File: config.mk
export PLATFORM = sky130hd
export DESIGN_NAME = irq_arbiter
export DESIGN_NICKNAME = d
export VERILOG_FILES = /design/src/rtl/irq_pkg.sv /design/src/rtl/irq_eligible.sv /design/src/rtl/irq_pick.sv /design/src/rtl/irq_grant.sv /design/src/rtl/irq_arbiter.sv
export SDC_FILE = /design/constraint.sdc
export NUM_CORES = 1
export LEC_CHECK = 0
export BUFFER_PORTS_ARGS = -buffer_cell sky130_fd_sc_hd__buf_2
export CAP_MARGIN = 20
export CORE_MARGIN = 1.5
export CORE_UTILIZATION = 35
export DETAILED_ROUTE_END_ITERATION = 16
export PLACE_DENSITY = 0.68
export RECOVER_POWER = 25
export SYNTH_ARGS = -nofsm -noshare
export SYNTH_HDL_FRONTEND = slang
export SYNTH_SLANG_ARGS = --single-unit
File: constraint.sdc
create_clock -name clk -period 13.9 [get_ports clk]
set_input_delay 2.78 -clock clk [delete_from_list [all_inputs] [get_ports clk]]
set_output_delay 2.78 -clock clk [all_outputs]
set_load 0.03 [all_outputs]
File: src/rtl/irq_pkg.sv
package irq_pkg;
    localparam int PRIO_W = 3;
    localparam int VEC_W  = 8;

    typedef logic [PRIO_W-1:0] prio_t;
    typedef logic [VEC_W-1:0]  vec_t;

    typedef struct packed {
        logic  hit;
        prio_t prio;
        vec_t  vec;
    } pick_t;

    function automatic logic outranks(input prio_t a, input prio_t b);
        return a > b;
    endfunction
endpackage

File: src/rtl/irq_eligible.sv
module irq_eligible #(
    parameter int N_DEV = 8
) (
    input  logic [N_DEV-1:0] req_i,
    input  logic [N_DEV-1:0] en_i,
    output logic [N_DEV-1:0] elig_o
);
    for (genvar k = 0; k < N_DEV; k++) begin : g_dev
        assign elig_o[k] = req_i[k] & en_i[k];
    end
endmodule

File: src/rtl/irq_pick.sv
module irq_pick
    import irq_pkg::*;
#(
    parameter int N_DEV = 8
) (
    input  logic [N_DEV-1:0]        elig_i,
    input  logic [N_DEV*PRIO_W-1:0] prio_i,
    input  logic [N_DEV*VEC_W-1:0]  vec_i,
    output pick_t                   win_o
);
    always_comb begin
        win_o = '0;
        // Strict compare: an equal priority later in the scan never displaces an earlier index.
        for (int k = 0; k < N_DEV; k++) begin
            if (elig_i[k] &&
                (!win_o.hit || outranks(prio_t'(prio_i[k*PRIO_W +: PRIO_W]), win_o.prio))) begin
                win_o.hit  = 1'b1;
                win_o.prio = prio_i[k*PRIO_W +: PRIO_W];
                win_o.vec  = vec_i[k*VEC_W +: VEC_W];
            end
        end
    end
endmodule

File: src/rtl/irq_grant.sv
module irq_grant
    import irq_pkg::*;
(
    input  logic  clk,
    input  logic  rst,
    input  logic  eoi_i,
    input  prio_t cur_prio_i,
    input  pick_t win_i,
    output logic  take_o,
    output logic  super_o,
    output vec_t  vec_o,
    output prio_t new_prio_o
);
    logic accept;
    assign accept = eoi_i && win_i.hit && outranks(win_i.prio, cur_prio_i);

    always_ff @(posedge clk) begin
        if (rst) begin
            take_o     <= 1'b0;
            super_o    <= 1'b0;
            vec_o      <= '0;
            new_prio_o <= '0;
        end else begin
            take_o  <= accept;
            super_o <= accept;
            if (accept) begin
                vec_o      <= win_i.vec;
                new_prio_o <= win_i.prio;
            end
        end
    end

    AST_TAKE_AT_EOI: assert property (@(posedge clk) disable iff (rst)
        take_o |-> $past(eoi_i));
    AST_PRIO_ABOVE: assert property (@(posedge clk) disable iff (rst)
        take_o |-> (new_prio_o > $past(cur_prio_i)));
    AST_TAKE_ONE: assert property (@(posedge clk) disable iff (rst)
        take_o |=> !take_o);
    AST_VEC_HOLD: assert property (@(posedge clk) disable iff (rst)
        (!$past(rst) && !take_o) |-> ($stable(vec_o) && $stable(new_prio_o)));
endmodule

File: src/rtl/irq_arbiter.sv
module irq_arbiter
    import irq_pkg::*;
#(
    parameter int          N_DEV    = 8,
    parameter int          ADDR_W   = 16,
    parameter logic [15:0] TBL_BASE = 16'h0100
) (
    input  logic                    clk,
    input  logic                    rst,
    input  logic [N_DEV-1:0]        req_i,
    input  logic [N_DEV-1:0]        en_i,
    input  logic [N_DEV*PRIO_W-1:0] prio_i,
    input  logic [N_DEV*VEC_W-1:0]  vec_i,
    input  logic [PRIO_W-1:0]       cur_prio_i,
    input  logic                    eoi_i,
    output logic                    take_o,
    output logic                    super_o,
    output logic [VEC_W-1:0]        vec_o,
    output logic [PRIO_W-1:0]       new_prio_o,
    output logic [ADDR_W-1:0]       isr_addr_o
);
    logic [N_DEV-1:0] elig;
    pick_t            win;

    irq_eligible #(.N_DEV(N_DEV)) u_elig (
        .req_i (req_i),
        .en_i  (en_i),
        .elig_o(elig)
    );

    irq_pick #(.N_DEV(N_DEV)) u_pick (
        .elig_i(elig),
        .prio_i(prio_i),
        .vec_i (vec_i),
        .win_o (win)
    );

    irq_grant u_grant (
        .clk       (clk),
        .rst       (rst),
        .eoi_i     (eoi_i),
        .cur_prio_i(cur_prio_i),
        .win_i     (win),
        .take_o    (take_o),
        .super_o   (super_o),
        .vec_o     (vec_o),
        .new_prio_o(new_prio_o)
    );

    assign isr_addr_o = ADDR_W'(TBL_BASE) + ADDR_W'(vec_o);
endmodule

### Yosys cells after proc, flatten, opt, wreduce, memory -nomap -nowiden

Index checks and enable logic that the tools add are counted.

| storage, ports and cells | value |
|---|---|
| input port bits | 110 |
| flip-flop bits (word level) | 12 |
| logic and storage cells | 51 |
| output and inout port bits | 29 |

| operators by class | value |
|---|---|
| bitwise logic cells | 8 |
| mux-type cells | 8 |
| reductions and logical operators | 23 |
| $lt $le $gt $ge | 8 |
| $add $sub $neg | 1 |

Operators by type and width:

| kind | count |
|---|---|
| 12-bit 2-to-1 mux | 8 |
| 3-bit greater-than comparator | 8 |
| 9-bit by 8-bit adder with 10-bit output (first input constant) | 1 |
| 1-bit logical AND | 9 |
| 1-bit AND | 8 |
| 1-bit logical NOT | 7 |
| 1-bit logical OR | 7 |

### Logic depth before layout (Yosys ltp)

| logic depth | value |
|---|---|
| depth in word-level cells | 32 |
| gate-level depth with buffers | 69 |
| mapped depth without buffers | 64 |

### Hierarchy

Synthesis repeated with hierarchy kept, for this count alone.

| unflattened totals | value |
|---|---|
| cell total of the unflattened synthesis | 328 |
| area, all modules | 2498.6 sq um |

Modules (own cells, without submodules):

| module | instances | sequential area each (sq um) | area an instance (sq um) | cells each |
|---|---|---|---|---|
| irq_pick | 1 | 0.0 | 1702.9 | 240 |
| irq_grant | 1 | 240.2 | 618.1 | 62 |
| irq_arbiter | 1 | 0.0 | 127.6 | 18 |
| irq_eligible | 1 | 0.0 | 50.0 | 8 |

### Least setup slack after synthesis

OpenSTA, ideal clock, no wires.

| timing path | value |
|---|---|
| kind | input-to-reg |
| from | in req_i[0] |
| to | reg u_grant.vec_o[0] |
| data required time | 13781 ps |
| stages on the path | 62 |
| arrival | 14972 ps |
| slack | -1191 ps |
| path buffers | 4 |
| setup time | 119 ps |
| cells stage by stage | clkbuf_1 nand3_1 ha_1 a21oi_2 a21oi_4 o21bai_1 mux2i_1 inv_1 ha_1 o2111ai_1 a41oi_2 mux2_2 ha_1 or2_2 clkbuf_1 nand4_1 nand4_1 a2bb2oi_1 [... 26 more ...] nand2_2 mux2_2 ha_1 inv_1 a21o_1 a21oi_1 a31oi_1 o21bai_1 clkbuf_1 mux2i_1 inv_1 ha_1 nor2b_1 o21a_1 o211ai_1 a21oi_1 nand4_1 o221a_2 |

RTL lines:

| what | line | source |
|---|---|---|
| start, declared | irq_arbiter.sv:10 | `input logic [N_DEV-1:0] req_i,` |
| end signal, assigned | irq_grant.sv:27 | `vec_o <= win_i.vec;` |
| end, declared | irq_grant.sv:11 | `output vec_t vec_o,` |

==> results.txt <==
Worst rel slew slack - 0.6340
Hold Path Class - reg -> reg
Most common cell after layout, fill and taps aside - buf_2
Cell type group with the largest total delay on the critical path - compound AO/OA/AOI/OAI gates
Hold path start - u_grant.new_prio_o[1]
Syn avg cell area - 7.673 um^2
Relative contribution of combinational cells to total power - 0.757
Relative contribution of sequential cells to total power - 0.150
Post-route minimum period - 13.45 ns
Maximum operating frequency - 0.07435 GHz
Number of cells traversed by the worst hold path - 2
Critical Path AT - 13.58 ns
Worst setup slack after layout - 0.4504 ns
Largest net degree at the start of global routing - 17
Sequential-to-total area share from yosys stat - 0.09663
Summed instance area of the synthesized netlist - 2486 um^2
DP Cell Count - 543
Register bit count reported by yosys - 12
Die H - 87.28 um
Number of primary I/O pins - 139
Global-route usage over all layers - 0.1943
Number of antenna violations at the first check in global routing - 0
Setup TNS Final - 0 ns
DP Area - 3386 um^2
Stages on the worst setup path - 64
Total wirelength of the detailed-routed design - 8253 um
Category of the most critical setup path - in -> reg
Max-cap violation count - 0
Gate count of the mapped netlist - 324
Critical Path RT - 14.03 ns
Antenna Violating Nets Remaining - 0
Row count - 30
End point of the most critical hold path - u_grant.new_prio_o[1]
Later-pin clock latency in the skew report - 0.24 ns
Endpoint of the worst register-to-register path - u_grant.new_prio_o[2]
LEAKAGE - 1.765 nW
DRC violation count after routing - 0
Dominant register cell in the synthesized netlist - dfxtp_1
Count of non-filler cells in the finished layout - 565
Count of buffer and inverter cells on the critical path - 10
First-pass GRT wire length - 12250 um
Ys Warns - 0
Outcome - finished clean
Post-synth ARST share - 0
Nature of the critical path startpoint - primary input
Worst reg2reg setup slack - 13.07 ns
Clock Sink Count - 12
Area growth syn-to-layout - 48.36%
Vias per Instance - 5.258
Net switching component of the power - 154.6 uW
Cell types with the largest area share after synthesis - mux2_2 (17%), dfxtp_1 (9.7%), ha_1 (9.6%)
Peak supply drop - 0.05917 mV
Slowest Stage Delay on Critical Path - 0.37 ns
Leading area contributor after synthesis - mux2_2
Count of input and output buffers - 130
Final-report hold violation count - 0
Number of violations reported at the end of detailed-routing iteration 0 - 100
Power density cells - 90.56 nW/um^2
Effective utilization at floorplan - 0.3639
WL/cell - 14.61 um
Top cell by count, worst path - a21oi_2
Pre-CTS WS - -0.4651 ns
Share of the core filled with cells - 0.5399
Number of synthesized flops with an enable pin - 0
Slew of the pin with the lowest slew margin - 0.5447 ns
TritonRoute pass-1 iters - 4
RePlAce Congestion - 0.9184
Final worst path period share - 0.9676
Worst R2R Start - u_grant.new_prio_o[2]
Net Sw Frac - 0.4629
Worst-path clk slew - 0.05 ns
Setup Viol. Count Final - 0
CP max-delay cell - mux2i_2
Die boundary width - 87.28 um
Number of max-slew violations in the final report - 0
Via count - 2971
Largest buffer count on any clock path - 2
Clock tree root driver cell - clkbuf_8
Internal portion of total power - 179.4 uW
Cell depth of the worst flop-to-flop path - 3
Area of the core region - 6832 um^2
Cell area after layout - 3689 um^2
CTS tree - built
Commonest cells after routing, fill and taps aside - buf_2 (120), mux2_2 (34), buf_4 (30), inv_1 (27)
Clock power share - 0.094
Number of buffers added by the clock tree synthesis step - 3
Final setup skew - 0 ns
Number of antenna diodes - 0
CTS H-tree depth - 1
Nets - 600
Hold Buf Count CTS - 0
Number of library cell types mapped by synthesis - 58
Critical-path maximum fanout - 7
Global route overflow - 0
Post-synth top area share - 0.1676
Estimated wirelength of the detail-placed design - 6645 um
Area of the die - 7618 um^2
Vias in the first global route - 2844
CP Capture Type - flip-flop
Layout cells sized above 1 - 0.5437
[logic make-up (layout without fill, tap and decap cells)]
kind of cell	after synthesis	count (layout)	synth area share
other cells	2	8	0.003021
compound gates	96	96	0.3000
fa+ha+maj	19	19	0.09562
buf+inv	57	195	0.1122
flops	12	12	0.09663
mux	46	46	0.2058
simple gates	92	93	0.1867
[cell usage after synthesis, drive strengths merged, types with 8 or more instances]
master and n:
nand2 24, o22ai 14, inv 30, mux2 38
dfxtp 12, a21oi 15, o221a 10, buf 18
mux2i 8, nor2 23, o21ai 18, ha 19
nand4 11, nand3 10, clkbuf 9
[power by group through the flow]
stage	clock network (mW)	registers, mW	logic, mW
2_1_floorplan	0	0.0662	0.153
3_3_place_gp	0	0.0503	0.218
3_5_place_dp	0	0.0500	0.223
4_1_cts	0.0317	0.0495	0.225
5_1_grt	0.0337	0.0509	0.274
6_report	0.0312	0.0501	0.253
[state kept, by name (all words and copies together) (netlist names)]
name and count:
u_grant.take_o 1, u_grant.new_prio_o 3, u_grant.vec_o 8
[stage by stage]
step                hold slack, ns  total power, mW
finish                      0.5105           0.3340
global route                0.5508           0.3588
detailed placement          0.4917           0.2732
CTS                         0.4996           0.3060
floorplan                   0.6204           0.2192
global placement            0.4921           0.2683
[metal layers]
layer	vias up	wire (um)	global-route usage
li1	1484	-	-
met4	0	55	0.02597
met3	9	583	0.02749
met1	1358	3495	0.2346
met5	-	0	0
met2	120	4119	0.3685
[cell type report]
type,instances,area [um^2]
Tap cell,96,120.1
Sequential cell,12,240.2
Fill cell,689,3143
Inverter,30,112.6
Multi-Input combinational cell,262,2277
Clock buffer,3,41.29
Timing Repair Buffer,162,897.1
[worst max-delay path by stage]
| stage | start | end | slack (ns) |
|---|---|---|---|
| 2_1_floorplan | req_i[0] | u_grant.vec_o[0] | 0.03 |
| 3_3_place_gp | req_i[0] | u_grant.new_prio_o[2] | -0.20 |
| 3_5_place_dp | req_i[0] | u_grant.new_prio_o[2] | -0.47 |
| 4_1_cts | req_i[0] | u_grant.new_prio_o[2] | 0.04 |
| 5_1_grt | en_i[0] | u_grant.vec_o[0] | -0.12 |
| 6_report | en_i[0] | u_grant.vec_o[0] | 0.45 |
[tightest hold or removal path, delay by kind of cell (launching register included)]
| kind | cells | cell delay [ns] |
|---|---|---|
| AOI/OAI and AO/OA | 1 | 0.05 |
| and+or+nand+nor | 1 | 0.10 |
| DFF | 1 | 0.30 |
[repair_timing]
action | in CTS | in global routing
gates resized for setup | 0 | 27
pin swaps | 1 | 19
gates cloned | 0 | 1
buffers inserted | 1 | 17
endpoints found under the setup margin | 10 | 12
Power figures use the tool's default switching activity.
